### config.mk
export PLATFORM = sky130hd
export DESIGN_NAME = modhot_seq
export DESIGN_NICKNAME = d
export VERILOG_FILES = /design/src/rtl/modhot_seq.sv
export SDC_FILE = /design/constraint.sdc
export NUM_CORES = 1
export LEC_CHECK = 0
export BUFFER_PORTS_ARGS = -buffer_cell sky130_fd_sc_hd__buf_4
export CORE_AREA = 5 5 42 44
export DETAILED_ROUTE_END_ITERATION = 12
export DIE_AREA = 0 0 47 49
export GPL_ROUTABILITY_DRIVEN = 0
export HOLD_SLACK_MARGIN = 0.02
export PLACE_DENSITY = 0.51
export SLEW_MARGIN = 30
export SYNTH_ARGS = -nofsm -noshare
export SYNTH_HDL_FRONTEND = slang
export SYNTH_SLANG_ARGS = --single-unit
export TNS_END_PERCENT = 30
### constraint.sdc
create_clock -name clk -period 1.2 [get_ports clk]
set_clock_uncertainty 0.1 [all_clocks]
set_input_delay 0.36 -clock clk [delete_from_list [all_inputs] [get_ports clk]]
set_output_delay 0.36 -clock clk [all_outputs]
set_load 0.02 [all_outputs]
### src/rtl/modhot_seq.sv
module modhot_seq #(
  parameter int NUM_STATES = 8
) (
  input  logic                          clk,
  input  logic                          rst,
  input  logic                          advance,
  output logic [NUM_STATES-2:0]         state_o,
  output logic [$clog2(NUM_STATES)-1:0] index_o,
  output logic                          multi_o
);
  localparam int W  = NUM_STATES - 1;
  localparam int IW = $clog2(NUM_STATES);

  logic [W-1:0] state_q;
  logic         feed;

  assign feed = ~|state_q;

  always_ff @(posedge clk) begin
    if (rst)          state_q <= '0;
    else if (advance) state_q <= {feed, state_q[W-1:1]};
  end

  assign state_o = state_q;
  assign multi_o = |(state_q & (state_q - W'(1)));

  always_comb begin
    index_o = '0;
    for (int k = 0; k < W; k++)
      if (state_q[k]) index_o = IW'(W - k);
  end
endmodule


==> metrics.cfg <==
[outcome]
status=complete, but fails checks
failed_checks=setup timing

[route]
routed_wl_um=1066
vias_per_cell=4.718
drt_drc_violations_left=0
dr.pass1.iters=4
wl_per_cell_um=12.54
drt_first_iter_violations=3
drtAntennaViolNets=0
route.vias.total=401

[synth]
postSynthCellCount=42
ys_ff_latch=7
synth.area.top_cells=dfxtp_1, mux2i_1, nor2_1, a211oi_1, nor4_2
cell_area_after_technology_mapping_um2=361.6
synth_largest_area_cell=dfxtp_1
postSynthAreaPerCell_um2=8.609
synth_nets=45
synth_top_cell_area_share_pct=38.75
ys_seq_area_share_pct=38.75
synth_cell_types=18
synthesis.yosys.warnings=0

[cells_and_area]
postLayoutCellArea_um2=734.5
antenna_cells_inserted=0
instances_no_fill=85
finish.net_count=73
layout-drive-gt1-share_pct=71.01
final.fill_count=131
layout.cells.most_common_list=buf_6, buf_4, nor2_1, dfxtp_4, mux2i_1
largest_reg_flops=7
flow.area_growth_from_synthesis_pct=103.1
layout_commonest_cell=buf_6
final_core_util_pct=52.41

[global_routing]
grt_antenna_before_repair=0
track_usage_pct=11.29
grt_max_degree=9
via_count_of_the_first_global_routing_pass=416
grt_remaining_overflow=0
grt_pass1_wl_um=1814

[timing]
fin_hold_ws_ps=214.2
timing.final.max_slew_violations=0
setup_total_negative_slack_ps=-3133
worst_pin_slew_ps=221.7
fin_ws_ps=-522.8
finalHoldViolations=0
finalSetupViolations=12
period_share_pct=143.6
final.min_clock_period_ps=1723
unrepaired_setup_endpoints_after_global_routing=yes
maxClockFrequency_ghz=0.5804
max_transition_margin_pct=85.10

[clock_network]
ctsLongestPathBuffers=2
clock_tree.htree_level_count=1
clk_latency_ps=250
number_of_buffers_created_by_cts=3
clock_sinks=7
clkTransAtPathRegs_ps=50
cts_root_buffer_type=clkbuf_4
tritoncts=yes

[die]
die_height_um=49
start_util_pct=25.80
fp.dieArea_um2=2303
die_w_um=47
core_region_area_um2=1401
num_io_pins=14
row_count=14

[pwr]
power_density_nw_per_um2=775.6
overall_power_after_layout_mw=0.5697
static-leakage-power_nw=0.3134
vdd_drop_max_mv=0.6217

[min_path]
hold_path_depth=2
holdCritPathClass=in -> reg

[critical_path]
worstRegToRegCells=7
crit_path_top_delay_cell=dfxtp_4
max_stage_delay_ps=360
worst_path_required_time_ps=740
worstPathCellList=buf_4 -> nor4_2 -> buf_4 -> nor4_4 -> buf_4
worstSetupEndpointType=output port
worstPathArrival_ps=1260
startpoint_type=register
path_common_cell=buf_4
critPathMaxFanout=6
worstSetupPathType=reg -> out

[placed_design]
postPlaceCellArea_um2=591.8
portBuffers=13
place.detailed.hpwl_um=781.6
dpl_cells=79
dp_worst_setup_slack_ps=-297.4

[job]
drv.max_cap_violation_count=0

## worst paths after layout
| check | start | endpoint | slack, ps |
|---|---|---|---|
| setup / recovery | state_o[1] | index_o[2] | -520 |
| hold / removal | rst | state_o[6] | 210 |
| setup reg to reg | state_o[1] | state_o[6] | -290 |
| hold reg to reg | state_o[6] | state_o[5] | 520 |
## power by group
| part | leakage, nW | switching (mW) | internal, mW |
|---|---|---|---|
| sequential | 0.0621 | 0.0163 | 0.227 |
| clock | 0.0150 | 0.0871 | 0.127 |
| combinational | 0.236 | 0.0503 | 0.0617 |
| total | 0.313 | 0.154 | 0.416 |
## worst max-delay path, delay by kind of cell (launching register included)
| kind | cells | cell delay (ps) |
|---|---|---|
| buffers and inverters | 3 | 460 |
| AND/OR/NAND/NOR | 2 | 180 |
| flip-flops | 1 | 360 |
## cells in the mapped netlist (all sizes together)
cell    count
clkbuf      1
a221o       1
o21bai      1
nor2       11
inv         1
nand2       2
dfxtp       7
a211oi      2
nand3       1
nor3        1
mux2        1
mux2i       6
a21oi       2
nor4        2
nand2b      1
o21ai       2
## area by class of cell
cell class	instances	area [um^2]	area share, %
clock buffer	4	26.28	3.578
inverter	1	3.754	0.5111
multi-input combinational	33	285.3	38.84
sequential	7	166.4	22.66
tap	16	20.02	2.726
timing repair buffer	24	232.7	31.69
## metal layers
layer / up-vias / share of wire [%] / track usage [%]
met1: 180 / 44 / 13.94
li1: 208 / - / -
met4: 0 / 3.8 / 9.677
met3: 4 / 2.3 / 2.214
met2: 9 / 50 / 15.84
met5: - / 0 / 0
## what timing repair did
item                                    4_1_cts  5_1_grt
pin swaps                                     5        6
endpoints found under the setup margin       12       12
hold buffers                                  0        0
gates resized for setup                      21        6
buffers inserted                              1        1
## cell families after synthesis
kind of cell / after synthesis / synth area share [%]
multiplexers: 7 / 19.72
AO/OA/AOI/OAI: 8 / 14.53
AND/OR/NAND/NOR: 18 / 23.88
buffers and inverters: 2 / 3.114
flip-flops: 7 / 38.75
Note: power is estimated with default switching activity, not from simulation.
